--- src/rtl/bat_pkg.sv ---
package bat_pkg;
  localparam int AW     = 32;
  localparam int OFS_W  = 17;               // minimum block offset width
  localparam int BL_W   = 11;               // size field width
  localparam int BL_LSB = 2;
  localparam int SV_BIT = 1;
  localparam int UV_BIT = 0;
  localparam int PP_W   = 2;
  localparam int PAD_W  = AW - BL_W - OFS_W;

  typedef enum logic [1:0] {
    ACC_RD = 2'd0,
    ACC_WR = 2'd1,
    ACC_IF = 2'd2
  } acc_e;

  typedef enum logic [1:0] {
    FC_NONE = 2'd0,
    FC_PROT = 2'd1
  } fcode_e;
endpackage

--- src/rtl/bat_regfile.sv ---
module bat_regfile import bat_pkg::*; #(
  parameter int N_ENT = 4,
  localparam int SEL_W = (N_ENT > 1) ? $clog2(N_ENT) : 1
) (
  input  logic                      clk_i,
  input  logic                      rst_ni,
  input  logic                      wr_en_i,
  input  logic [SEL_W-1:0]          wr_sel_i,
  input  logic                      wr_hi_i,
  input  logic [AW-1:0]             wr_data_i,
  output logic [N_ENT-1:0][AW-1:0]  upper_o,
  output logic [N_ENT-1:0][AW-1:0]  lower_o
);
  logic [N_ENT-1:0][AW-1:0] upper_q, lower_q;

  for (genvar g = 0; g < N_ENT; g++) begin : g_ent
    always_ff @(posedge clk_i or negedge rst_ni) begin
      if (!rst_ni) begin
        upper_q[g] <= '0;
        lower_q[g] <= '0;
      end else if (wr_en_i && (wr_sel_i == SEL_W'(g))) begin
        if (wr_hi_i) upper_q[g] <= wr_data_i;
        else         lower_q[g] <= wr_data_i;
      end
    end
  end

  assign upper_o = upper_q;
  assign lower_o = lower_q;
endmodule

--- src/rtl/bat_entry_match.sv ---
module bat_entry_match import bat_pkg::*; (
  input  logic [AW-1:0]   upper_i,
  input  logic [AW-1:0]   lower_i,
  input  logic [AW-1:0]   ea_i,
  input  logic            user_mode_i,
  output logic            match_o,
  output logic [AW-1:0]   ra_o,
  output logic [PP_W-1:0] pp_o
);
  logic [AW-1:0] ofs_mask, ea_base, rb_base;
  logic          live;

  always_comb begin
    ofs_mask = {{PAD_W{1'b0}}, upper_i[BL_LSB+BL_W-1:BL_LSB], {OFS_W{1'b1}}};
    ea_base  = {upper_i[AW-1:OFS_W], {OFS_W{1'b0}}};
    rb_base  = {lower_i[AW-1:OFS_W], {OFS_W{1'b0}}};
    live     = user_mode_i ? upper_i[UV_BIT] : upper_i[SV_BIT];
    match_o  = live && ((ea_i & ~ofs_mask) == ea_base);
    ra_o     = (ea_i & ofs_mask) | rb_base;
    pp_o     = lower_i[PP_W-1:0];
  end

  logic unused_bits;
  assign unused_bits = ^{upper_i[OFS_W-1:BL_LSB+BL_W], lower_i[OFS_W-1:PP_W]};
endmodule

--- src/rtl/bat_prio_sel.sv ---
module bat_prio_sel import bat_pkg::*; #(
  parameter int N_ENT = 4
) (
  input  logic [N_ENT-1:0]            match_i,
  input  logic [N_ENT-1:0][AW-1:0]    ra_i,
  input  logic [N_ENT-1:0][PP_W-1:0]  pp_i,
  output logic                        hit_o,
  output logic [AW-1:0]               ra_o,
  output logic [PP_W-1:0]             pp_o
);
  // scan downward so the lowest matching index is the last to override
  always_comb begin
    hit_o = 1'b0;
    ra_o  = '0;
    pp_o  = '0;
    for (int i = N_ENT - 1; i >= 0; i--) begin
      if (match_i[i]) begin
        hit_o = 1'b1;
        ra_o  = ra_i[i];
        pp_o  = pp_i[i];
      end
    end
  end
endmodule

--- src/rtl/bat_prot_chk.sv ---
module bat_prot_chk import bat_pkg::*; (
  input  logic [PP_W-1:0] pp_i,
  input  logic [1:0]      acc_i,
  output logic            allow_o
);
  always_comb begin
    unique case (pp_i)
      2'b00:   allow_o = 1'b0;
      2'b10:   allow_o = 1'b1;
      default: allow_o = (acc_i != ACC_WR);
    endcase
  end
endmodule

--- src/rtl/bat_xlate_unit.sv ---
module bat_xlate_unit import bat_pkg::*; #(
  parameter int N_ENT = 4,
  localparam int SEL_W = (N_ENT > 1) ? $clog2(N_ENT) : 1
) (
  input  logic             clk_i,
  input  logic             rst_ni,
  input  logic             wr_en_i,
  input  logic [SEL_W-1:0] wr_sel_i,
  input  logic             wr_hi_i,
  input  logic [AW-1:0]    wr_data_i,
  input  logic             user_mode_i,
  input  logic             xlate_en_i,
  input  logic             req_valid_i,
  input  logic [AW-1:0]    ea_i,
  input  logic [1:0]       acc_i,
  output logic             rsp_valid_o,
  output logic             hit_o,
  output logic             fault_o,
  output logic [1:0]       fault_code_o,
  output logic [AW-1:0]    ra_o
);
  logic [N_ENT-1:0][AW-1:0]   upper, lower, ent_ra;
  logic [N_ENT-1:0][PP_W-1:0] ent_pp;
  logic [N_ENT-1:0]           ent_match;
  logic                       sel_hit, allow;
  logic [AW-1:0]              sel_ra;
  logic [PP_W-1:0]            sel_pp;

  bat_regfile #(.N_ENT(N_ENT)) u_regs (
    .clk_i, .rst_ni, .wr_en_i, .wr_sel_i, .wr_hi_i, .wr_data_i,
    .upper_o(upper), .lower_o(lower)
  );

  for (genvar g = 0; g < N_ENT; g++) begin : g_match
    bat_entry_match u_match (
      .upper_i(upper[g]), .lower_i(lower[g]), .ea_i,
      .user_mode_i, .match_o(ent_match[g]), .ra_o(ent_ra[g]), .pp_o(ent_pp[g])
    );
  end

  bat_prio_sel #(.N_ENT(N_ENT)) u_sel (
    .match_i(ent_match), .ra_i(ent_ra), .pp_i(ent_pp),
    .hit_o(sel_hit), .ra_o(sel_ra), .pp_o(sel_pp)
  );

  bat_prot_chk u_prot (.pp_i(sel_pp), .acc_i, .allow_o(allow));

  always_ff @(posedge clk_i or negedge rst_ni) begin
    if (!rst_ni) begin
      rsp_valid_o  <= 1'b0;
      hit_o        <= 1'b0;
      fault_o      <= 1'b0;
      fault_code_o <= FC_NONE;
      ra_o         <= '0;
    end else begin
      rsp_valid_o  <= req_valid_i;
      hit_o        <= 1'b0;
      fault_o      <= 1'b0;
      fault_code_o <= FC_NONE;
      ra_o         <= '0;
      if (req_valid_i) begin
        if (!xlate_en_i) begin
          ra_o <= ea_i;
        end else if (sel_hit) begin
          hit_o <= 1'b1;
          if (!allow) begin
            fault_o      <= 1'b1;
            fault_code_o <= FC_PROT;
            ra_o         <= '1;
          end else begin
            ra_o <= sel_ra;
          end
        end
      end
    end
  end
endmodule

--- config.mk ---
export PLATFORM = sky130hd
export DESIGN_NAME = bat_xlate_unit
export DESIGN_NICKNAME = d
export VERILOG_FILES = /design/src/rtl/bat_pkg.sv /design/src/rtl/bat_regfile.sv /design/src/rtl/bat_entry_match.sv /design/src/rtl/bat_prio_sel.sv /design/src/rtl/bat_prot_chk.sv /design/src/rtl/bat_xlate_unit.sv
export SDC_FILE = /design/constraint.sdc
export NUM_CORES = 1
export LEC_CHECK = 0
export ABC_AREA = 0
export BUFFER_PORTS_ARGS = -buffer_cell sky130_fd_sc_hd__buf_2
export CORE_MARGIN = 2
export CORE_UTILIZATION = 53
export DETAILED_ROUTE_END_ITERATION = 8
export PLACE_DENSITY = 0.76
export SKIP_LAST_GASP = 1
export SLEW_MARGIN = 20
export SYNTH_ARGS = -nofsm -noshare
export SYNTH_HDL_FRONTEND = slang
export SYNTH_SLANG_ARGS = --single-unit
--- constraint.sdc ---
create_clock -name clk_i -period 2.5 [get_ports clk_i]
set_input_delay 0.125 -clock clk_i [delete_from_list [all_inputs] [get_ports clk_i]]
set_output_delay 0.125 -clock clk_i [all_outputs]
set_load 0.005 [all_outputs]
==> results_dict.tcl <==
set metrics [dict create \
    outcome "complete, but fails checks" \
    violations "negative setup slack" \
    synthFlopType "dfrtp_1" \
    gp_congestion 0.886 \
    fin_nets 1154 \
    initial_utilization 0.539 \
    worst_slew_pin_slew_ps 537 \
    crit_end "ra_o[8]" \
    die-area_sq_um 20100 \
    placed_cells 1227 \
    diodes 0 \
    drt_pass1_iterations 5 \
    period_needed_ps 2660 \
    finalNonFillerCells 1328 \
    crit_arrival_ps 3040 \
    p_per_area_nw_per_um2 770 \
    path_cells "nor2b_2 > xnor2_1 > nand4_1 > nor4_2 > nand3b_1 > a221oi_4 > mux2i_4 > buf_4 > buf_6 > nand2_1" \
    yosys_warnings 0 \
    async_flop_share 1.00 \
    cts-buffers-inserted 23 \
    synthCells 826 \
    antenna_left 0 \
    p_int_w 0.00740 \
    die_x_um 142 \
    power.share.clock 0.319 \
    yosys.area.top_type "dfrtp_1" \
    crit_family "simple AND/OR/NAND/NOR gates" \
    setup_viol 32 \
    netlist_area_sq_um 10100 \
    syn_nets 901 \
    synth-compound-area-share 0.0626 \
    wire_per_inst_um 21.4 \
    vias 7745 \
    leakage_nw 6.10 \
    yosys.area_share.simple 0.120 \
    drc 0 \
    synth_xor_area_frac 0.0531 \
    cts-root-buf "clkbuf_16" \
    grt_pass1_vias 8100 \
    ys_ff_latch 215 \
    max_cap_violations 0 \
    yosys-top-cells-area "dfrtp_1 54%, mux2_2 20%, xnor2_1 4.3%, nor2b_1 2.9%, nand2_1 2.6%" \
    hold_viol 0 \
    p_switching_w 0.00282 \
    ios 112 \
    synth_top_family_by_area "multiplexers" \
    timing.rr.start "u_regs.upper_o[108]" \
    report.final.slew_viol_count 0 \
    avgViaCountPerCell 5.83 \
    syn_to_final_growth_pct 32.1 \
    synth_fa_ha_area_frac 0 \
    fp.coreArea_sq_um 18600 \
    yosysSeqAreaShare 0.535 \
    crit_cells 10 \
    fmax_mhz 376 \
    cts_tree "done" \
    grt_max_degree 77 \
    critPathMaxStageDelay_ps 400 \
    htree_levels 1 \
    start_kind "flop" \
    first_iter_violations 466 \
    timing.critical_path.buf_inv 2 \
    clkLatencyLatePin_ps 510 \
    cp-end-kind "flop" \
    max_slew_margin 0.642 \
    n_fill_cell 1267 \
    dp_slack_ps -115 \
    hold_class "in -> reg" \
    drt_wl_total_mm 28.4 \
    muxShareOfSynthArea 0.205 \
    ir_worst_vdd_v 0.000570 \
    clock-sinks 215 \
    synth_top_area_frac 0.535 \
    worst_slack_ps -157 \
    synth_edf_count 0 \
    rows 50 \
    path_clk_slew_ps 60 \
    crit_path_top_delay_cell "dfrtp_1" \
    dp_hpwl_mm 17.5 \
    final_layout_size_suffix_gt1_frac 0.469 \
    hold_slack_ps 7.91 \
    grt_overflow 0 \
    synth.distinct_cells 47 \
    grt_first_pass_wirelength_mm 44.0 \
    worst-r2r-cell-count 10 \
    rsz0062_at_grt "yes" \
    critPathRequiredTime_ps 2880 \
    clock_path_buffers 3 \
    clock_skew_ps 9.45 \
    swShare 0.276 \
    period_share 1.06 \
    p_seq_frac 0.448 \
    pwr-share-comb 0.233 \
    syn_area_per_cell_sq_um 12.2 \
    track_usage 0.285 \
    crit_start "u_regs.upper_o[108]" \
    antenna_found_initial 0 \
    cp_max_fo 11 \
    portBuffers 106 \
    die_y_um 142 \
    regToRegSetupSlack_ps -160 \
    timing.setup.tns_ps -4000 \
    timing.rr.end "ra_o[8]" \
    critPathKind "reg -> reg" \
]
-- synth_stat cells, types with 3 or more instances --
cell / count
dfrtp_1: 215
mux2_2: 179
nand2_1: 70
a21oi_1: 52
xnor2_1: 49
nor2b_1: 46
clkbuf_1: 30
nand3_1: 28
nand4_1: 19
nor2_1: 16
a21o_1: 12
xor2_1: 12
o221ai_1: 11
buf_2: 8
buf_4: 6
nand3b_1: 6
nor3b_1: 6
nor4_2: 6
a2111oi_0: 4
a32o_1: 4
nor4_1: 4
a211oi_1: 3
inv_1: 3
mux2i_1: 3
nand2b_1: 3
nand4b_1: 3
o21ai_0: 3
or4_1: 3
-- metal layers --
layer / routed length (um) / vias up / track usage
li1: - / 3445 / -
met1: 11400 / 3869 / 0.363
met2: 13700 / 332 / 0.478
met3: 1980 / 99 / 0.0526
met4: 1350 / 0 / 0.125
met5: 0 / - / 0
-- layout by cell type, fill, tap and decap left out, types with 16 or more instances in the layout --
master	instances
clkbuf_16	24
nand2_1	63
dfrtp_1	215
xnor2_1	38
nor2_1	16
mux2_2	179
nand3_1	18
dlygate4sd3_1	50
nor2b_1	29
buf_2	105
nand4_1	19
buf_4	110
a21oi_1	52
nor2b_2	17
-- worst register-to-register path: cells and delay by family (launching register included) --
| family | cells | cell delay [ps] |
|---|---|---|
| AO/OA/AOI/OAI | 1 | 310 |
| XOR/XNOR | 1 | 190 |
| buffers and inverters | 2 | 310 |
| flip-flops | 1 | 400 |
| multiplexers | 1 | 330 |
| AND/OR/NAND/NOR | 5 | 1000 |
-- layout make-up --
cell class / instances / area [sq um] / share of cell area
clock buffer: 36 / 704 / 0.0530
clock inverter: 4 / 22.5 / 0.00170
sequential: 215 / 5380 / 0.405
inverter: 3 / 11.3 / 0.000848
tap: 234 / 293 / 0.0220
timing repair buffer: 276 / 2070 / 0.156
multi-input combinational: 560 / 4800 / 0.361
-- state kept, by name, summed over array words and instances, names as in the netlist --
name            cells
ra_o               32
fault_code_o        1
u_regs.lower_o     68
u_regs.upper_o    112
rsp_valid_o         1
hit_o               1
-- stage by stage --
stage                     area, sq um  utilization  total power [W]
final                           13300        0.712           0.0102
after global routing            13300        0.712           0.0106
after global placement          11600        0.622          0.00667
after CTS                       13100        0.704           0.0102
after floorplan                 10100            -          0.00575
after detailed placement        11600        0.622          0.00677
-- cells by family (layout without fill, tap and decap cells) --
family | Yosys count | in the layout
buffers and inverters | 51 | 319
DFF | 215 | 215
muxes | 183 | 183
xor gates and xnor gates | 61 | 61
and+or+nand+nor | 219 | 219
AOI/OAI and AO/OA | 96 | 96
other | 1 | 1
-- power by group through the flow --
stage	registers, W	clock network, W	logic [W]
2_1_floorplan	0.00451	0	0.00125
3_3_place_gp	0.00456	0	0.00211
3_5_place_dp	0.00460	0	0.00217
4_1_cts	0.00456	0.00330	0.00231
5_1_grt	0.00466	0.00342	0.00256
6_report	0.00458	0.00327	0.00238
-- what timing repair did --
item	4_1_cts	5_1_grt
pin swaps	18	13
hold endpoints to repair	257	0
hold buffers	50	0
setup buffers	5	4
gates cloned	2	1
setup endpoints to repair	32	33
gates resized for setup	39	33
-- worst min-delay path by stage --
stage / from / end / slack (ps) / cells after the start
3_3_place_gp: rst_ni / u_regs.upper_o[65] / 120 / 1
2_1_floorplan: rst_ni / fault_code_o[0] / -170 / 0
6_report: wr_data_i[30] / u_regs.lower_o[126] / 8 / 2
5_1_grt: wr_data_i[30] / u_regs.lower_o[30] / 20 / 2
3_5_place_dp: rst_ni / u_regs.upper_o[0] / 110 / 1
4_1_cts: wr_data_i[30] / u_regs.upper_o[30] / 4 / 2
No activity file was read; power rests on OpenSTA's default activity.
